## src/rtl/rcu_pkg.sv

```systemverilog
package rcu_pkg;

  localparam int ADDR_W = 16;
  localparam int DATA_W = 8;

  // status byte bit positions
  localparam int CAUSE_ILL = 3;
  localparam int CAUSE_ICG = 2;
  localparam int CAUSE_LVD = 1;

  typedef struct packed {
    logic ill;
    logic icg;
    logic lvd;
    logic frc;
  } cause_t;

  localparam cause_t NO_CAUSE = '{ill: 1'b0, icg: 1'b0, lvd: 1'b0, frc: 1'b0};

  // power-on value of the status byte: only the low-voltage bit
  localparam logic [DATA_W-1:0] POR_STATUS = DATA_W'(1) << CAUSE_LVD;

  function automatic logic in_window(input logic [ADDR_W-1:0] a,
                                     input logic [ADDR_W-1:0] lo,
                                     input logic [ADDR_W-1:0] hi);
    return (a >= lo) && (a <= hi);
  endfunction

  // forced reset contributes no status bit
  function automatic logic [DATA_W-1:0] cause_to_byte(input cause_t c);
    logic [DATA_W-1:0] b;
    b = '0;
    b[CAUSE_ILL] = c.ill;
    b[CAUSE_ICG] = c.icg;
    b[CAUSE_LVD] = c.lvd;
    return b;
  endfunction

  function automatic cause_t cause_or(input cause_t x, input cause_t y);
    return cause_t'(x | y);
  endfunction

  function automatic logic any_cause(input cause_t c);
    return |c;
  endfunction

endpackage

```

## src/rtl/rcu_addr_screen.sv

```systemverilog
module rcu_addr_screen
  import rcu_pkg::*;
#(
  parameter int                        NUM_WIN = 2,
  parameter logic [NUM_WIN*ADDR_W-1:0] WIN_LO  = {16'h1860, 16'h0470},
  parameter logic [NUM_WIN*ADDR_W-1:0] WIN_HI  = {16'hBFFF, 16'h17FF}
) (
  input  logic [ADDR_W-1:0] addr,
  input  logic              strobe,
  output logic              hit
);

  logic [NUM_WIN-1:0] win_hit;

  for (genvar g = 0; g < NUM_WIN; g++) begin : g_win
    assign win_hit[g] = in_window(addr,
                                  WIN_LO[g*ADDR_W +: ADDR_W],
                                  WIN_HI[g*ADDR_W +: ADDR_W]);
  end

  assign hit = strobe && (|win_hit);

endmodule

```

## src/rtl/rcu_pulse_gen.sv

```systemverilog
module rcu_pulse_gen #(
  parameter int PULSE_LEN = 4
) (
  input  logic clk,
  input  logic por_n,
  input  logic trigger,
  output logic active,
  output logic start,
  output logic finish
);

  localparam int CNT_W = $clog2(PULSE_LEN + 1);
  localparam logic [CNT_W-1:0] LAST_CNT = CNT_W'(PULSE_LEN - 1);

  logic [CNT_W-1:0] remain_q;
  logic             active_q;

  assign start  = trigger && !active_q;
  assign finish = active_q && (remain_q == '0);
  assign active = active_q;

  always_ff @(posedge clk or negedge por_n) begin
    if (!por_n) begin
      active_q <= 1'b0;
      remain_q <= '0;
    end else if (start) begin
      active_q <= 1'b1;
      remain_q <= LAST_CNT;
    end else if (finish) begin
      active_q <= 1'b0;
    end else if (active_q) begin
      remain_q <= remain_q - 1'b1;
    end
  end

endmodule

```

## src/rtl/rcu_cause_reg.sv

```systemverilog
module rcu_cause_reg
  import rcu_pkg::*;
(
  input  logic              clk,
  input  logic              por_n,
  input  cause_t            ev,
  input  logic              start,
  input  logic              active,
  input  logic              finish,
  output logic [DATA_W-1:0] status
);

  cause_t            pend_q;
  logic [DATA_W-1:0] status_q;

  always_ff @(posedge clk or negedge por_n) begin
    if (!por_n) begin
      pend_q   <= NO_CAUSE;
      status_q <= POR_STATUS;
    end else if (start) begin
      pend_q <= ev;
    end else if (finish) begin
      status_q <= cause_to_byte(cause_or(pend_q, ev));
      pend_q   <= NO_CAUSE;
    end else if (active) begin
      pend_q <= cause_or(pend_q, ev);
    end
  end

  assign status = status_q;

endmodule

```

## src/rtl/rst_cause_unit.sv

```systemverilog
module rst_cause_unit
  import rcu_pkg::*;
#(
  parameter int                PULSE_LEN  = 4,
  parameter logic [ADDR_W-1:0] STAT_ADDR  = 16'h1800,
  parameter logic [ADDR_W-1:0] FORCE_ADDR = 16'h1801
) (
  input  logic              clk,
  input  logic              por_n,
  input  logic [ADDR_W-1:0] cpu_addr,
  input  logic              cpu_strobe,
  input  logic              cpu_we,
  output logic [DATA_W-1:0] cpu_rdata,
  input  logic              lv_trip,
  input  logic              lv_rst_en,
  input  logic              lv_stop_en,
  input  logic              clkgen_fault,
  input  logic              dbg_wr,
  input  logic              dbg_bit0,
  output logic              reset_req,
  output logic [DATA_W-1:0] cause_o
);

  logic   ev_ill, ev_lvd, ev_icg, ev_frc, ev_any;
  logic   pulse_start, pulse_end, pulse_on;
  logic   stat_read;
  cause_t ev_now;
  logic [DATA_W-1:0] status;

  rcu_addr_screen u_screen (
    .addr   (cpu_addr),
    .strobe (cpu_strobe),
    .hit    (ev_ill)
  );

  assign ev_lvd = lv_trip && lv_rst_en && lv_stop_en;
  assign ev_icg = clkgen_fault;
  // write-only force register: only the debug path reaches it
  assign ev_frc = dbg_wr && dbg_bit0;

  assign ev_now = '{ill: ev_ill, icg: ev_icg, lvd: ev_lvd, frc: ev_frc};
  assign ev_any = any_cause(ev_now);

  rcu_pulse_gen #(.PULSE_LEN(PULSE_LEN)) u_pulse (
    .clk     (clk),
    .por_n   (por_n),
    .trigger (ev_any),
    .active  (pulse_on),
    .start   (pulse_start),
    .finish  (pulse_end)
  );

  rcu_cause_reg u_cause (
    .clk    (clk),
    .por_n  (por_n),
    .ev     (ev_now),
    .start  (pulse_start),
    .active (pulse_on),
    .finish (pulse_end),
    .status (status)
  );

  // force location (FORCE_ADDR) and everything else reads as zero
  assign stat_read = cpu_strobe && !cpu_we && (cpu_addr == STAT_ADDR);
  assign cpu_rdata = stat_read ? status : '0;

  assign reset_req = pulse_on;
  assign cause_o   = status;

endmodule

```

## config.mk

```make
export PLATFORM = sky130hd
export DESIGN_NAME = rst_cause_unit
export DESIGN_NICKNAME = d
export VERILOG_FILES = /design/src/rtl/rcu_pkg.sv /design/src/rtl/rcu_addr_screen.sv /design/src/rtl/rcu_pulse_gen.sv /design/src/rtl/rcu_cause_reg.sv /design/src/rtl/rst_cause_unit.sv
export SDC_FILE = /design/constraint.sdc
export NUM_CORES = 1
export LEC_CHECK = 0
export ABC_AREA = 1
export CAP_MARGIN = 20
export CORE_ASPECT_RATIO = 0.8
export CORE_UTILIZATION = 39
export DETAILED_ROUTE_END_ITERATION = 10
export PLACE_DENSITY = 0.92
export SLEW_MARGIN = 20
export SYNTH_ARGS = -nofsm -noshare
export SYNTH_HDL_FRONTEND = slang
export SYNTH_SLANG_ARGS = --single-unit
```

## constraint.sdc

```tcl
create_clock -name clk -period 3.1 [get_ports clk]
set_clock_uncertainty 0.05 [all_clocks]
set_input_delay 0.62 -clock clk [delete_from_list [all_inputs] [get_ports clk]]
set_output_delay 0.62 -clock clk [all_outputs]
set_load 0.005 [all_outputs]
```

==> out/metrics.cfg <==
[final_layout]
nets = 162
n_fill_cell = 147
design_area_um2 = 1050
num_antenna_cells = 0
syn_to_final_growth_pct = 46.1
drive_gt1_share_pct = 8.27
multi_input_area_um2 = 377
seqCellArea_um2 = 251

[hold_path]
hold_path_end = u_pulse.remain_q[0]
min_path_type = reg2reg
whs_path_depth = 1
hp-start = u_pulse.remain_q[0]

[floorplan]
core_area_um2 = 1680
design.die.area_um2 = 2030
start_util_pct = 43.1
pin_count = 43
std_cell_rows = 13
die_w_um = 50.1
die_y_um = 40.5

[setup_path]
cp_slowest_stage_delay_ns = 0.51
critical_path.slowest_cell = clkdlybuf4s50_1
path_max_fanout = 3
crit_family = buffers and inverters
ff2ff_path_depth = 7
crit_path_end_kind = output port
r2r-end = u_cause.pend_q[2]
cp_cell_sequence = clkdlybuf4s50_1 > nor4_1 > nand4_1 > nor2_1 > clkdlybuf4s50_1
critPathKind = in2out
critPathBufInv = 2
cp_common_cell = clkdlybuf4s50_1
rrSetupSlack_ns = 1.75
start_kind = input port
critPathArrivalTime_ns = 2.25
r2r_start = u_pulse.remain_q[0]
critPathRequiredTime_ns = 2.43

[global_route]
antenna_found_initial = 0
grt_pass1_wl_um = 2660
overflow = 0
grt_pass1_vias = 638
grt_start_max_net_pins = 11
grtUsageTotal_pct = 18.2

[route]
drt-total-wl_um = 1580
drt_iter0_drc = 12
detail-route-antenna-nets = 0
avgRoutedWirePerCell_um = 10.2
vias_per_cell = 4.61
vias = 715
drc = 0
detail_route.first_pass.iterations = 4

[place]
numPortBuffers = 32
placed_area_um2 = 1030
place_hpwl_um = 1330
place.gp.congestion = 0.754

[power_and_ir_drop]
p_clk_share_pct = 14.4
p_int_uw = 402
seqPwrFrac_pct = 36.2
ir_drop_uv = 429
p_comb_share_pct = 49.4
p_sw_uw = 239
sw_frac_of_total_pct = 37.3
power.density_nw_per_um2 = 608
power.leakage_nw = 0.523

[sta]
min_period_over_period_pct = 94.1
rsz0062_at_grt = false
fin_crit_ns = 2.92
max_freq_mhz = 343
setup_viol = 0
finalHoldViolations = 0
tns_ns = 0
drv_slew = 0

[synth]
synth-edff-count = 0
ys_seq_elements = 10
yosysUniqueCellTypes = 23
syn_area_um2 = 722
synth_top_cell_area_share_pct = 31.2
syn_inst = 98
synth_common_cells = nand2_1 (26), inv_1 (14), buf_4 (10)
synth.most_common_cell = nand2_1
syn_avg_cell_area_um2 = 7.37
synth_largest_area_cell = dfrtp_1
synth.area.top_cells = dfrtp_1 (31%), nand2_1 (14%), buf_4 (10%)
async_flop_share_pct = 100
ys_seq_area_share_pct = 34.8
synth_ff_type = dfrtp_1
yosys_warnings = 0

[cts]
cts_tree = yes
cts-buffers-inserted = 3
clk_path_buf_depth = 2
cts-root-buf = clkbuf_4
clock-sinks = 10
cts_hold_buf = 0
htreeDepth = 1
clkTransAtPathRegs_ns = 0.07
cts_setup_buffers = 0
postCtsResizedCells = 0
clk_latency_ns = 0.26

[run_status]
status = finished clean

[run]
maxCapViolCount = 0

per-layer routing:
layer / global-route usage (%) / routed length (um) / vias to the layer above
met5: 0 / 0 / -
met4: 5.00 / 3 / 0
met3: 6.44 / 93 / 2
met2: 33.3 / 798 / 32
met1: 20.7 / 683 / 319
li1: - / - / 362
power groups by stage:
stage,Clock (mW),Sequential [mW],Combinational [mW]
3_5_place_dp,0,0.235,0.314
5_1_grt,0.104,0.239,0.365
6_report,0.0922,0.232,0.317
4_1_cts,0.0968,0.232,0.318
3_3_place_gp,0,0.233,0.303
2_1_floorplan,0,0.233,0.198
cells by family after synthesis:
kind of cell | Yosys count | synth area share (%)
simple gates | 52 | 34.5
buf+inv | 24 | 17.7
flops | 10 | 34.8
compound gates | 8 | 7.80
fa+ha+maj | 2 | 3.47
xor+xnor | 1 | 1.21
other cells | 1 | 0.519
worst reg2reg max path, stage by stage (launching register included):
cell	delay, ns
dfrtp_1	0.39
inv_1	0.09
ha_1	0.14
nand3_1	0.20
inv_1	0.19
nor2_1	0.06
nand2_1	0.07
nand2_1	0.05
how the worst max path moves through the flow:
stage / slack [ns] / to / cells after the start / from
6_report: 0.18 / cpu_rdata[2] / 5 / cpu_addr[6]
5_1_grt: 0.04 / cpu_rdata[2] / 8 / cpu_addr[12]
4_1_cts: 0.17 / cpu_rdata[2] / 5 / cpu_addr[6]
3_5_place_dp: 0.17 / cpu_rdata[2] / 5 / cpu_addr[6]
3_3_place_gp: 0.24 / cpu_rdata[1] / 5 / cpu_addr[6]
2_1_floorplan: 1.25 / cpu_rdata[1] / 5 / cpu_addr[8]
per-stage QoR:
| stage | power [mW] | setup slack, ns | util, % | hold slack [ns] | instances |
|---|---|---|---|---|---|
| 2_1_floorplan | 0.431 | 1.25 | - | 0.274 | 107 |
| 3_3_place_gp | 0.536 | 0.237 | 61.4 | 0.414 | 151 |
| 3_5_place_dp | 0.549 | 0.169 | 61.4 | 0.417 | 151 |
| 4_1_cts | 0.647 | 0.167 | 63.0 | 0.426 | 155 |
| 5_1_grt | 0.707 | 0.0412 | 63.0 | 0.453 | 155 |
| 6_report | 0.641 | 0.183 | 63.0 | 0.423 | 155 |
registers in the layout, summed over array words and instances, names as in the netlist:
signal / cells
u_cause.status: 3
u_pulse.remain_q: 3
u_cause.pend_q: 3
u_pulse.active: 1
final cells by class:
type | instances | area share, %
tap | 22 | 2.61
clock buffer | 4 | 2.49
sequential | 10 | 23.8
inverter | 14 | 4.98
multi-input combinational | 73 | 35.7
timing repair buffer | 32 | 30.4
cell usage in the layout, fill, tap and decap left out:
master	count
xnor2_1	1
o21ai_1	1
nand2_4	1
nor3_1	1
or2_0	1
o22ai_1	1
nand2_1	26
ha_1	2
nor2_1	7
clkdlybuf4s50_1	32
nand3_1	6
clkbuf_4	3
nor4_1	3
conb_1	10
inv_1	14
a211oi_4	1
a21oi_1	2
or2_2	1
clkbuf_1	1
nor3_4	1
nand2_2	3
o21ai_0	3
dfstp_2	1
dfrtp_1	9
nand4_1	2
Note: power is estimated with default switching activity, not from simulation.
